### src/rtl/prienc_pkg.sv
package prienc_pkg;

    // Chaining flags produced by one encoder unit
    typedef struct packed {
        logic any;     // enabled and some request present
        logic pass;    // enabled and no request present
    } prienc_flags_t;

    function automatic prienc_flags_t make_flags(input logic en, input logic some);
        prienc_flags_t f;
        f.any  = en & some;
        f.pass = en & ~some;
        return f;
    endfunction

endpackage

### src/rtl/prienc_resolve.sv
module prienc_resolve #(
    parameter int N = 8
) (
    input  logic [N-1:0] req_i,
    input  logic         en_i,
    output logic [N-1:0] grant_o
);
    logic hit;

    always_comb begin
        hit = 1'b0;
        for (int i = N - 1; i >= 0; i--) begin
            grant_o[i] = en_i & req_i[i] & ~hit;
            hit        = hit | req_i[i];
        end
    end

    always_comb begin

        grant_onehot_chk: assert ($onehot0(grant_o));

        grant_subset_chk: assert ((grant_o & ~req_i) == '0);

        grant_off_chk: assert (en_i || grant_o == '0);
    end
endmodule

### src/rtl/prienc_encode.sv
module prienc_encode #(
    parameter int IDX_W = 3,
    localparam int N = 1 << IDX_W
) (
    input  logic [N-1:0]     onehot_i,
    output logic [IDX_W-1:0] idx_o
);
    always_comb begin
        idx_o = '0;
        for (int i = 0; i < N; i++) begin
            if (onehot_i[i]) idx_o = idx_o | IDX_W'(i);
        end
    end
endmodule

### src/rtl/prienc_unit.sv
module prienc_unit
    import prienc_pkg::*;
#(
    parameter int IDX_W = 3,
    localparam int N = 1 << IDX_W
) (
    input  logic [N-1:0]     req_i,
    input  logic             en_i,
    output logic [N-1:0]     grant_o,
    output logic [IDX_W-1:0] idx_o,
    output prienc_flags_t    flags_o
);
    prienc_resolve #(.N(N)) u_res (
        .req_i  (req_i),
        .en_i   (en_i),
        .grant_o(grant_o)
    );

    prienc_encode #(.IDX_W(IDX_W)) u_enc (
        .onehot_i(grant_o),
        .idx_o   (idx_o)
    );

    assign flags_o = make_flags(en_i, |req_i);

    always_comb begin

        flags_excl_chk: assert (!(flags_o.any && flags_o.pass));

        any_grant_chk: assert (flags_o.any == (grant_o != '0));
    end
endmodule

### src/rtl/prienc_pair.sv
module prienc_pair
    import prienc_pkg::*;
#(
    parameter int IDX_W = 3,
    localparam int N  = 1 << IDX_W,
    localparam int NW = 2 * N
) (
    input  logic [NW-1:0]  req_i,
    input  logic           en_i,
    output logic [IDX_W:0] idx_o,
    output logic [NW-1:0]  grant_o,
    output logic           any_o,
    output logic           en_o
);
    logic [N-1:0]     g_hi, g_lo;
    logic [IDX_W-1:0] i_hi, i_lo;
    prienc_flags_t    f_hi, f_lo;

    prienc_unit #(.IDX_W(IDX_W)) u_hi (
        .req_i  (req_i[NW-1:N]),
        .en_i   (en_i),
        .grant_o(g_hi),
        .idx_o  (i_hi),
        .flags_o(f_hi)
    );

    prienc_unit #(.IDX_W(IDX_W)) u_lo (
        .req_i  (req_i[N-1:0]),
        .en_i   (f_hi.pass),
        .grant_o(g_lo),
        .idx_o  (i_lo),
        .flags_o(f_lo)
    );

    assign idx_o   = {f_hi.any, i_hi | i_lo};
    assign grant_o = {g_hi, g_lo};
    assign any_o   = f_hi.any | f_lo.any;
    assign en_o    = f_lo.pass;

    always_comb begin

        upper_wins_chk: assert (!(f_hi.any && g_lo != '0));

        chain_pass_chk: assert (!en_o || (en_i && req_i == '0));

        off_quiet_chk: assert (en_i || (!any_o && idx_o == '0));
    end
endmodule

### config.mk
export PLATFORM = sky130hd
export DESIGN_NAME = prienc_pair
export DESIGN_NICKNAME = d
export VERILOG_FILES = /design/src/rtl/prienc_pkg.sv /design/src/rtl/prienc_resolve.sv /design/src/rtl/prienc_encode.sv /design/src/rtl/prienc_unit.sv /design/src/rtl/prienc_pair.sv
export SDC_FILE = /design/constraint.sdc
export NUM_CORES = 1
export LEC_CHECK = 0
export BUFFER_PORTS_ARGS = -buffer_cell sky130_fd_sc_hd__buf_2
export CAP_MARGIN = 20
export CORE_AREA = 2 2 39 41
export DETAILED_ROUTE_END_ITERATION = 10
export DIE_AREA = 0 0 41 43
export GPL_TIMING_DRIVEN = 0
export PLACE_DENSITY = 0.77
export SLEW_MARGIN = 20
export SYNTH_ARGS = -nofsm -noshare
export SYNTH_HDL_FRONTEND = slang
export SYNTH_SLANG_ARGS = --single-unit
export TNS_END_PERCENT = 100
### constraint.sdc
create_clock -name vclk -period 1.67
set_clock_uncertainty 0.2 [all_clocks]
set_input_delay 0.0835 -clock vclk [all_inputs]
set_output_delay 0.0835 -clock vclk [all_outputs]
set_load 0.005 [all_outputs]
==> metrics.txt <==
# TYPE chip_impl_metric gauge
chip_impl_metric{name="met2_length",unit="µm"} 610
chip_impl_metric{name="num-fill-cells",unit=""} 148
chip_impl_metric{name="grt_start_max_net_pins",unit=""} 11
chip_impl_metric{name="ff_latch_count",unit=""} 0
chip_impl_metric{name="finalCritPeriodShare",unit=""} 0.9585
chip_impl_metric{name="grt_usage",unit=""} 0.1189
chip_impl_metric{name="power_frac_comb",unit=""} 1.000
chip_impl_metric{name="worst-slew-pin-transition",unit="ns"} 0.2626
chip_impl_metric{name="power_density",unit="nW/µm²"} 144.9
chip_impl_metric{name="area_fraction_in_compound_gates_after_synthesis",unit=""} 0.1866
chip_impl_metric{name="die_height",unit="µm"} 43
chip_impl_metric{name="initial_core_util",unit=""} 0.2568
chip_impl_metric{name="post_synth_inst_count",unit=""} 53
chip_impl_info{name="synth_top_cells_by_area",value="and3_1, nor4b_1, and2_1"} 1
chip_impl_metric{name="finish.net_count",unit=""} 112
chip_impl_info{name="synth_top_cell_by_area",value="and3_1"} 1
chip_impl_metric{name="power",unit="µW"} 88.68
chip_impl_info{name="crit_path_top_delay_cell",value="or4_4"} 1
chip_impl_metric{name="p_switching",unit="µW"} 47.13
chip_impl_metric{name="synthDominantCellAreaShare",unit=""} 0.1056
chip_impl_metric{name="crit_path_max_incr_delay",unit="ns"} 0.59
chip_impl_metric{name="syn-mean-instance-area",unit="µm²"} 6.705
chip_impl_metric{name="cp_data_required_time",unit="ns"} 1.39
chip_impl_metric{name="synth-simple-area-share",unit=""} 0.7394
chip_impl_metric{name="timing.max_cap.violations",unit=""} 0
chip_impl_metric{name="finish.cell_count_without_fillers",unit=""} 109
chip_impl_metric{name="place.detailed.instances",unit=""} 108
chip_impl_metric{name="routed_wl",unit="µm"} 1167
chip_impl_metric{name="netSwitchingFraction",unit=""} 0.5315
chip_impl_info{name="setup_repair_after_global_routing_missed_its_margin",value="false"} 1
chip_impl_metric{name="grt_pass1_wl",unit="µm"} 1607
chip_impl_info{name="critical_path.most_common_cell",value="buf_2"} 1
chip_impl_metric{name="reported_leakage_power",unit="nW"} 0.3650
chip_impl_info{name="cp-end-kind",value="output port"} 1
chip_impl_metric{name="timing.max_slew.rel_slack",unit=""} 0.8225
chip_impl_metric{name="achievable-frequency",unit="GHz"} 0.6248
chip_impl_metric{name="row_count",unit=""} 14
chip_impl_metric{name="detailroute.via_count",unit=""} 538
chip_impl_metric{name="power.clock.fraction",unit=""} 0
chip_impl_metric{name="ir_drop",unit="V"} 0.00005715
chip_impl_metric{name="critical_path_peak_fanout",unit=""} 5
chip_impl_metric{name="coreArea",unit="µm²"} 1384
chip_impl_metric{name="layout-drive-gt1-share",unit=""} 0.5591
chip_impl_metric{name="floorplan.die_area",unit="µm²"} 1763
chip_impl_metric{name="detailedRoute.firstPassIterationCount",unit=""} 4
chip_impl_metric{name="ys.warnings.count",unit=""} 0
chip_impl_metric{name="die_width",unit="µm"} 41
chip_impl_metric{name="final-max-slew-violation-count",unit=""} 0
chip_impl_metric{name="first_global_vias",unit=""} 398
chip_impl_metric{name="minimum_clock_period_after_layout",unit="ns"} 1.601
chip_impl_info{name="critical_path_class",value="in2out"} 1
chip_impl_metric{name="syn-num-nets",unit=""} 70
chip_impl_metric{name="critical_path_arrival",unit="ns"} 1.32
chip_impl_info{name="topRoutingLayerUsed",value="met3"} 1
chip_impl_metric{name="share_seq_of_total_power",unit=""} 0
chip_impl_metric{name="flow.area_growth_from_synthesis",unit="%"} 72.18
chip_impl_metric{name="post-route-drc-count",unit=""} 0
chip_impl_metric{name="detailed_place_hpwl",unit="µm"} 954
chip_impl_info{name="worstPathCellList",value="buf_2, or4_4, nor3b_2, o21ai_0, nand3_1, buf_2"} 1
chip_impl_metric{name="synth_fa_ha_area_frac",unit=""} 0
chip_impl_info{name="timing.critical_path.from_type",value="input port"} 1
chip_impl_metric{name="timing_hold_violations_final",unit=""} 0
chip_impl_metric{name="ios",unit=""} 39
chip_impl_metric{name="met1_length",unit="µm"} 483
chip_impl_metric{name="antenna_cells",unit=""} 0
chip_impl_metric{name="setup_total_negative_slack",unit="ns"} 0
chip_impl_info{name="holdCritPathClass",value="in2out"} 1
chip_impl_metric{name="cts_hold_repair.buffers",unit=""} 0
chip_impl_info{name="synth_top_family_by_area",value="simple AND/OR/NAND/NOR gates"} 1
chip_impl_metric{name="p_int",unit="µW"} 41.55
chip_impl_metric{name="grt_antenna_before_repair",unit=""} 0
chip_impl_metric{name="wl_per_cell",unit="µm"} 10.71
chip_impl_metric{name="synth_xor_xnor_area_share",unit=""} 0
chip_impl_metric{name="port_buffers",unit=""} 39
chip_impl_metric{name="area.sequential",unit="µm²"} 0
chip_impl_metric{name="synthDistinctLibCells",unit=""} 28
chip_impl_metric{name="drtIter0Drc",unit=""} 8
chip_impl_metric{name="drt.antenna.violating_nets",unit=""} 0
chip_impl_metric{name="route.detailed.vias_per_inst",unit=""} 4.936
chip_impl_metric{name="ys_seq_area_frac",unit=""} 0
chip_impl_metric{name="synth.mux.area_fraction",unit=""} 0
chip_impl_metric{name="cell_area_after_synthesis",unit="µm²"} 355.3
chip_impl_metric{name="setup_violations",unit=""} 0
chip_impl_metric{name="final.clkbuf_count",unit=""} 0
chip_impl_metric{name="dr_wl_met3",unit="µm"} 73
chip_impl_info{name="run_status",value="finished clean"} 1
chip_impl_metric{name="global_route.overflow_total",unit=""} 0
chip_impl_metric{name="finalWeightedCongestion",unit=""} 0.7981
area by class of cell:
type,instances,area [µm²],area share
Multi-Input combinational cell,47,362.8,0.5930
Timing Repair Buffer,40,202.7,0.3313
Buffer,1,7.507,0.01227
Tap cell,16,20.02,0.03272
Inverter,5,18.77,0.03067
placed cells by master, fill, tap and decap left out, drive strengths merged, types with 2 or more instances in the layout:
| cell | netlist | layout |
|---|---|---|
| nand2 | 2 | 2 |
| nor3b | 2 | 2 |
| and3 | 6 | 6 |
| nor2 | 5 | 5 |
| nor4 | 2 | 2 |
| nor2b | 2 | 2 |
| nor4b | 3 | 3 |
| o21a | 2 | 2 |
| and2 | 5 | 5 |
| o21ai | 3 | 3 |
| inv | 5 | 5 |
| nor3 | 2 | 2 |
| buf | 1 | 41 |
| and4b | 2 | 2 |
per-stage QoR:
stage                     setup slack, ns  cell area, µm²  hold slack (ns)    util
after floorplan                    0.3448           355.3        0.0003575       -
after CTS                         0.01766           570.5           0.2383  0.4123
after detailed placement          0.02687           570.5           0.2376  0.4123
after global placement            0.02812           570.5           0.2265  0.4123
after global routing             0.007197           611.8           0.2514  0.4421
final                             0.06938           611.8           0.2397  0.4421
power groups by stage:
stage	clock network, mW	logic (mW)	registers, mW
floorplan	0	0.0320	0
global placement	0	0.0784	0
detailed placement	0	0.0804	0
CTS	0	0.0808	0
global route	0	0.0977	0
finish	0	0.0887	0
timing repair:
| action | in CTS | in global routing |
|---|---|---|
| setup buffers | 0 | 1 |
| setup endpoints to repair | 0 | 12 |
| gates resized for setup | 0 | 5 |
final timing paths:
| kind | endpoint | slack, ns | cells past startpoint | startpoint |
|---|---|---|---|---|
| worst max-delay path | idx_o[1] | 0.07 | 6 | req_i[7] |
| worst min-delay path | grant_o[12] | 0.24 | 3 | req_i[13] |
metal layers:
layer / GRT usage / vias up
li1: - / 283
met1: 0.1741 / 236
met2: 0.2000 / 19
met3: 0 / 0
met4: 0 / 0
met5: 0 / -
critical path, delay by kind of cell:
kind,cells,cell delay (ns)
buf+inv,2,0.23
compound gates,1,0.12
simple gates,3,0.89
cells by family (layout without fill, tap and decap cells):
| group | count (synthesis) | after routing |
|---|---|---|
| and+or+nand+nor | 37 | 37 |
| buffers and inverters | 6 | 46 |
| AOI/OAI and AO/OA | 10 | 10 |
synthesized netlist by cell type (all sizes together):
cell type,count
or2b,1
o31ai,1
a21oi,1
nor3,2
nor2b,2
a31o,1
or4,1
nand3,1
nand2,2
nor2,5
buf,1
o21a,2
a31oi,1
inv,5
and2b,1
and3,6
and4b,2
nor3b,2
nor4b,3
nand3b,1
o21ai,3
a41oi,1
or3,1
and2,5
nor4,2
No activity file was read; power rests on OpenSTA's default activity.
